`src/rtl/npc_pkg.sv`:
```
package npc_pkg;

    typedef enum logic [1:0] {
        SRC_SEQ    = 2'd0,
        SRC_BRANCH = 2'd1,
        SRC_JUMP   = 2'd2,
        SRC_REG    = 2'd3
    } npc_src_e;

    typedef struct packed {
        logic is_beq;
        logic is_bne;
        logic is_j;
        logic is_jal;
        logic is_jr;
    } npc_ctl_t;

endpackage

```
`src/rtl/npc_targets.sv`:
```
module npc_targets #(
    parameter int ADDR_W = 32,
    parameter int IMM_W  = 16,
    parameter int TGT_W  = 26
) (
    input  logic [ADDR_W-1:0] pc,
    input  logic [IMM_W-1:0]  imm,
    input  logic [TGT_W-1:0]  tgt,
    output logic [ADDR_W-1:0] pc_plus4,
    output logic [ADDR_W-1:0] br_tgt,
    output logic [ADDR_W-1:0] jmp_tgt
);
    localparam int EXT_W = ADDR_W - IMM_W - 2;
    localparam int REG_W = ADDR_W - TGT_W - 2;

    logic [ADDR_W-1:0] off_ext;

    always_comb begin
        pc_plus4 = pc + ADDR_W'(4);
        off_ext  = {{EXT_W{imm[IMM_W-1]}}, imm, 2'b00};
        br_tgt   = pc_plus4 + off_ext;
        jmp_tgt  = {pc_plus4[ADDR_W-1 -: REG_W], tgt, 2'b00};
    end

endmodule

```
`src/rtl/npc_cond.sv`:
```
module npc_cond #(
    parameter int ADDR_W = 32
) (
    input  npc_pkg::npc_ctl_t ctl,
    input  logic [ADDR_W-1:0] a,
    input  logic [ADDR_W-1:0] b,
    output logic              taken
);
    logic same;

    always_comb begin
        same  = (a == b);
        taken = (ctl.is_beq & same) | (ctl.is_bne & ~same);
    end

endmodule

```
`src/rtl/npc_select.sv`:
```
module npc_select #(
    parameter int ADDR_W = 32
) (
    input  npc_pkg::npc_ctl_t ctl,
    input  logic              taken,
    input  logic [ADDR_W-1:0] seq_addr,
    input  logic [ADDR_W-1:0] br_addr,
    input  logic [ADDR_W-1:0] jmp_addr,
    input  logic [ADDR_W-1:0] reg_addr,
    output npc_pkg::npc_src_e src,
    output logic [ADDR_W-1:0] next_pc
);
    import npc_pkg::*;

    always_comb begin
        if (ctl.is_jr)                    src = SRC_REG;
        else if (ctl.is_j || ctl.is_jal)  src = SRC_JUMP;
        else if (taken)                   src = SRC_BRANCH;
        else                              src = SRC_SEQ;
    end

    always_comb begin
        unique case (src)
            SRC_SEQ:    next_pc = seq_addr;
            SRC_BRANCH: next_pc = br_addr;
            SRC_JUMP:   next_pc = jmp_addr;
            SRC_REG:    next_pc = reg_addr;
            default:    next_pc = seq_addr;
        endcase
    end

    // a branch is only chosen when its condition holds and no jump is asked
    always_comb begin
        if (src == SRC_BRANCH)
            p_branch_needs_taken_r10: assert (taken && !ctl.is_jr && !ctl.is_j && !ctl.is_jal);
    end

endmodule

```
`src/rtl/npc_unit.sv`:
```
module npc_unit #(
    parameter int          ADDR_W   = 32,
    parameter int          IMM_W    = 16,
    parameter int          TGT_W    = 26,
    parameter logic [31:0] RESET_PC = 32'h0040_0000
) (
    input  logic              clk,
    input  logic              rst_n,
    input  logic              stall,
    input  logic              br_eq,
    input  logic              br_ne,
    input  logic              jmp,
    input  logic              jmp_link,
    input  logic              jmp_reg,
    input  logic [IMM_W-1:0]  imm_off,
    input  logic [TGT_W-1:0]  tgt_field,
    input  logic [ADDR_W-1:0] opnd_a,
    input  logic [ADDR_W-1:0] opnd_b,
    output logic [ADDR_W-1:0] pc_q,
    output logic [ADDR_W-1:0] link_val,
    output logic              link_we,
    output logic              misalign
);
    import npc_pkg::*;

    npc_ctl_t          ctl;
    npc_src_e          src;
    logic              taken;
    logic [ADDR_W-1:0] pc_plus4, br_tgt, jmp_tgt, next_pc;

    always_comb begin
        ctl.is_beq = br_eq;
        ctl.is_bne = br_ne;
        ctl.is_j   = jmp;
        ctl.is_jal = jmp_link;
        ctl.is_jr  = jmp_reg;
    end

    npc_targets #(.ADDR_W(ADDR_W), .IMM_W(IMM_W), .TGT_W(TGT_W)) u_targets (
        .pc(pc_q), .imm(imm_off), .tgt(tgt_field),
        .pc_plus4(pc_plus4), .br_tgt(br_tgt), .jmp_tgt(jmp_tgt)
    );

    npc_cond #(.ADDR_W(ADDR_W)) u_cond (
        .ctl(ctl), .a(opnd_a), .b(opnd_b), .taken(taken)
    );

    npc_select #(.ADDR_W(ADDR_W)) u_select (
        .ctl(ctl), .taken(taken),
        .seq_addr(pc_plus4), .br_addr(br_tgt), .jmp_addr(jmp_tgt), .reg_addr(opnd_a),
        .src(src), .next_pc(next_pc)
    );

    always_ff @(posedge clk or negedge rst_n) begin
        if (!rst_n)      pc_q <= ADDR_W'(RESET_PC);
        else if (!stall) pc_q <= next_pc;
    end

    always_comb begin
        link_val = pc_plus4;
        link_we  = jmp_link;
        misalign = jmp_reg & (opnd_a[1:0] != 2'b00);
    end

    p_reset_value_r1: assert property (@(posedge clk)
        !rst_n |=> pc_q == ADDR_W'(RESET_PC));

    p_seq_step_r2: assert property (@(posedge clk) disable iff (!rst_n)
        (!stall && !br_eq && !br_ne && !jmp && !jmp_link && !jmp_reg)
        |=> pc_q == $past(pc_q) + ADDR_W'(4));

    p_stall_hold_r8: assert property (@(posedge clk) disable iff (!rst_n)
        stall |=> $stable(pc_q));

    p_reg_jump_r6: assert property (@(posedge clk) disable iff (!rst_n)
        (!stall && jmp_reg) |=> pc_q == $past(opnd_a));

    p_jump_low_bits_r5: assert property (@(posedge clk) disable iff (!rst_n)
        (!stall && !jmp_reg && (jmp || jmp_link))
        |=> pc_q[TGT_W+1:0] == {$past(tgt_field), 2'b00});

endmodule

```
`config.mk`:
```
export PLATFORM = sky130hd
export DESIGN_NAME = npc_unit
export DESIGN_NICKNAME = d
export VERILOG_FILES = /design/src/rtl/npc_pkg.sv /design/src/rtl/npc_targets.sv /design/src/rtl/npc_cond.sv /design/src/rtl/npc_select.sv /design/src/rtl/npc_unit.sv
export SDC_FILE = /design/constraint.sdc
export NUM_CORES = 1
export LEC_CHECK = 0
export BUFFER_PORTS_ARGS = -buffer_cell sky130_fd_sc_hd__buf_4
export CORE_UTILIZATION = 40
export CTS_BUF_LIST = sky130_fd_sc_hd__clkbuf_8
export DETAILED_ROUTE_END_ITERATION = 16
export PLACE_DENSITY = 0.68
export SYNTH_ARGS = -nofsm -noshare
export SYNTH_HDL_FRONTEND = slang
export SYNTH_SLANG_ARGS = --single-unit
```
`constraint.sdc`:
```
create_clock -name clk -period 4.8 [get_ports clk]
set_input_delay 0 -clock clk [delete_from_list [all_inputs] [get_ports clk]]
set_output_delay 0 -clock clk [all_outputs]
set_load 0.005 [all_outputs]
```
==> results.sh <==
export IMPL_syn_mean_instance_area_sq_um=7.50
export IMPL_dieArea_sq_mm=0.0120
export IMPL_rows=38
export IMPL_postCtsSetupBuffers=0
export IMPL_ys_flop_type="dfrtp_1"
export IMPL_clockBufferDepth=2
export IMPL_rsz0062_at_grt="no"
export IMPL_clock_latency_ps=300
export IMPL_crit_path_start_kind="register"
export IMPL_path_class="reg2reg"
export IMPL_ctsHtreeMaxLevel=2
export IMPL_end_kind="register"
export IMPL_run_status="completed"
export IMPL_fin_hold_ws_ps=29.6
export IMPL_yosysWarnings=0
export IMPL_final_area_sq_mm=0.00618
export IMPL_syn_inst=616
export IMPL_cp_top_family="simple AND/OR/NAND/NOR gates"
export IMPL_grt_antenna_before_repair=0
export IMPL_start_util_pct=41.9
export IMPL_fin_nets=926
export IMPL_critPathMaxStageDelay_ps=480
export IMPL_p_leak_uw=0.00279
export IMPL_die_w_um=109
export IMPL_synth_top_area_cell="dfrtp_1"
export IMPL_ctsResizeCount=0
export IMPL_ir_drop_v=0.000115
export IMPL_synth_most_common_cell="xnor2_1"
export IMPL_utilization_pct=56.0
export IMPL_dr_pass1_iters=6
export IMPL_netlist_area_sq_mm=0.00462
export IMPL_viasPerCell=6.12
export IMPL_required_ps=4990
export IMPL_power_density_mw_per_mm2=252
export IMPL_drc=0
export IMPL_period_minus_slack_ps=4130
export IMPL_gp_congestion=0.997
export IMPL_path_cells="ha_1 > nand3_1 > nor3_1 > nand2_1 > xnor2_1 > ha_1 > a211oi_1 > o21ai_0 > a221o_1 > or2_4 > a311oi_2 > nor4_1 > or3_1"
export IMPL_cp_num_buf_inv=0
export IMPL_grt_pass1_vias=5293
export IMPL_finClkSkew_ps=6.78
export IMPL_synth_seq_cells=32
export IMPL_ys_async_sr_fraction_pct=100
export IMPL_synthTopCellsByCount="xnor2_1 (62), nor2_1 (60), nand2_1 (57)"
export IMPL_largest_register_ffs=32
export IMPL_r2r_slack_ps=670
export IMPL_drv_cap=0
export IMPL_hold_viol_final=0
export IMPL_dieHeight_um=109
export IMPL_synth_edf_count=0
export IMPL_dp_hpwl_um=15000
export IMPL_grt_max_degree=61
export IMPL_cts_made_buffers=5
export IMPL_synth_area_leaders="dfrtp_1 (17%), xnor2_1 (12%), ha_1 (9.2%)"
export IMPL_yosys_area_top_type_share_pct=16.8
export IMPL_cts_root_buffer="clkbuf_8"
export IMPL_crit_top_cell="ha_1"
export IMPL_vias=5615
export IMPL_grt_pass1_wl_um=28900
export IMPL_seq_area_frac_synth_pct=17.4
export IMPL_overflow=0
export IMPL_setup_tns_ps=0
export IMPL_tightestPinTransition_ps=829
export IMPL_regMostFlops="pc_q"
export IMPL_placed_cell_area_sq_mm=0.00602
export IMPL_slew_viol_final=0
export IMPL_synth_nets=765
export IMPL_wl_per_cell_um=21.0
export IMPL_arrival_ps=4330
export IMPL_drt_iter0_markers=535
export IMPL_fin_cells=918
export IMPL_wirelength_um=19200
export IMPL_ios=180
export IMPL_ant_nets=0
export IMPL_antenna_cells=0
export IMPL_slowest_stage="nor3_1"
export IMPL_cts_tree="built"
export IMPL_clk_pin_slew_ps=80
export IMPL_track_usage_pct=32.2
export IMPL_hold_class="in2reg"
export IMPL_syn_to_final_growth_pct=33.8
export IMPL_cts_sinks=32
export IMPL_slew_headroom_pct=44.6
export IMPL_core_sq_mm=0.0110
export IMPL_crit_path_max_fanout=7
export IMPL_period_share_pct=86.1
export IMPL_layout_drive_gt1_share_pct=26.9
export IMPL_reg_top3="pc_q: 32 flops"
export IMPL_dp_cells=905
export IMPL_synthDistinctLibCells=69
export IMPL_timing_fmax_mhz=242
export IMPL_final_setup_viol_count=0
export IMPL_numPortBuffers=179
-- stage by stage --
stage,power (uW),setup slack [ps]
final,1560,665
after global routing,1650,441
after CTS,1540,706
after detailed placement,1260,730
after global placement,1250,894
after floorplan,890,1130
-- report_power, final --
part / internal (uW) / switching, uW / total, uW
logic: 425 / 484 / 909
clock network: 152 / 123 / 275
registers: 306 / 68.9 / 375
total: 884 / 675 / 1560
-- what timing repair did --
action / in CTS / in global routing
hold buffers: 5 / 0
hold endpoints to repair: 36 / 0
setup endpoints to repair: 0 / 0
-- area by class of cell --
| cell class | instances | area (sq um) |
|---|---|---|
| Clock buffer | 5 | 68.8 |
| Clock inverter | 3 | 38.8 |
| Fill cell | 1086 | 4850 |
| Inverter | 15 | 56.3 |
| Multi-Input combinational cell | 536 | 3620 |
| Sequential cell | 32 | 802 |
| Tap cell | 140 | 175 |
| Timing Repair Buffer | 187 | 1420 |
-- tightest hold or removal path: stages --
cell,delay [ps]
buf_4,110
nor2_1,100
o41ai_1,90
-- final timing paths --
kind,cells past startpoint,from,to
max,13,pc_q[3],pc_q[31]
min,3,tgt_field[2],pc_q[4]
max reg2reg,13,pc_q[3],pc_q[31]
min reg2reg,2,pc_q[22],pc_q[22]
max in group asynchronous,2,rst_n,pc_q[22]
min in group asynchronous,2,rst_n,pc_q[31]
-- layer usage --
layer	vias to the layer above	GRT usage (%)	wire length, um
met5	-	0	0
met4	0	9.14	406
met3	28	6.22	1920
met2	323	51.6	8610
met1	2646	43.7	8310
li1	2618	-	-
-- cell families (layout without fill, tap and decap cells) --
group,after synthesis,in the layout,synth area share (%)
xor gates and xnor gates,81,81,15.4
muxes,6,6,1.38
and+or+nand+nor,225,225,24.3
adders and majority gates,35,35,9.64
buffers and inverters,48,210,4.20
AOI/OAI and AO/OA,189,189,27.8
DFF,32,32,17.4
-- placed cells by master, fill, tap and decap left out, types with 6 or more instances in the layout --
cell | Yosys | routed
nand3_1 | 25 | 25
nand4_1 | 18 | 18
nand2b_1 | 6 | 6
and3_1 | 9 | 9
a22oi_1 | 6 | 6
a21oi_1 | 40 | 40
buf_4 | 3 | 182
nand2_1 | 57 | 57
a31oi_1 | 9 | 9
xnor2_1 | 62 | 62
nor2_1 | 60 | 60
a211oi_1 | 9 | 9
nor3_1 | 12 | 12
o211ai_1 | 6 | 6
ha_1 | 34 | 34
nor2b_1 | 6 | 6
o221ai_1 | 6 | 6
dfrtp_1 | 31 | 31
a311oi_1 | 7 | 7
nor4_1 | 7 | 7
xor2_1 | 19 | 19
a21o_1 | 17 | 17
inv_1 | 14 | 15
o31ai_1 | 6 | 6
o21ai_0 | 42 | 42
(Power assumes the default switching activity.)
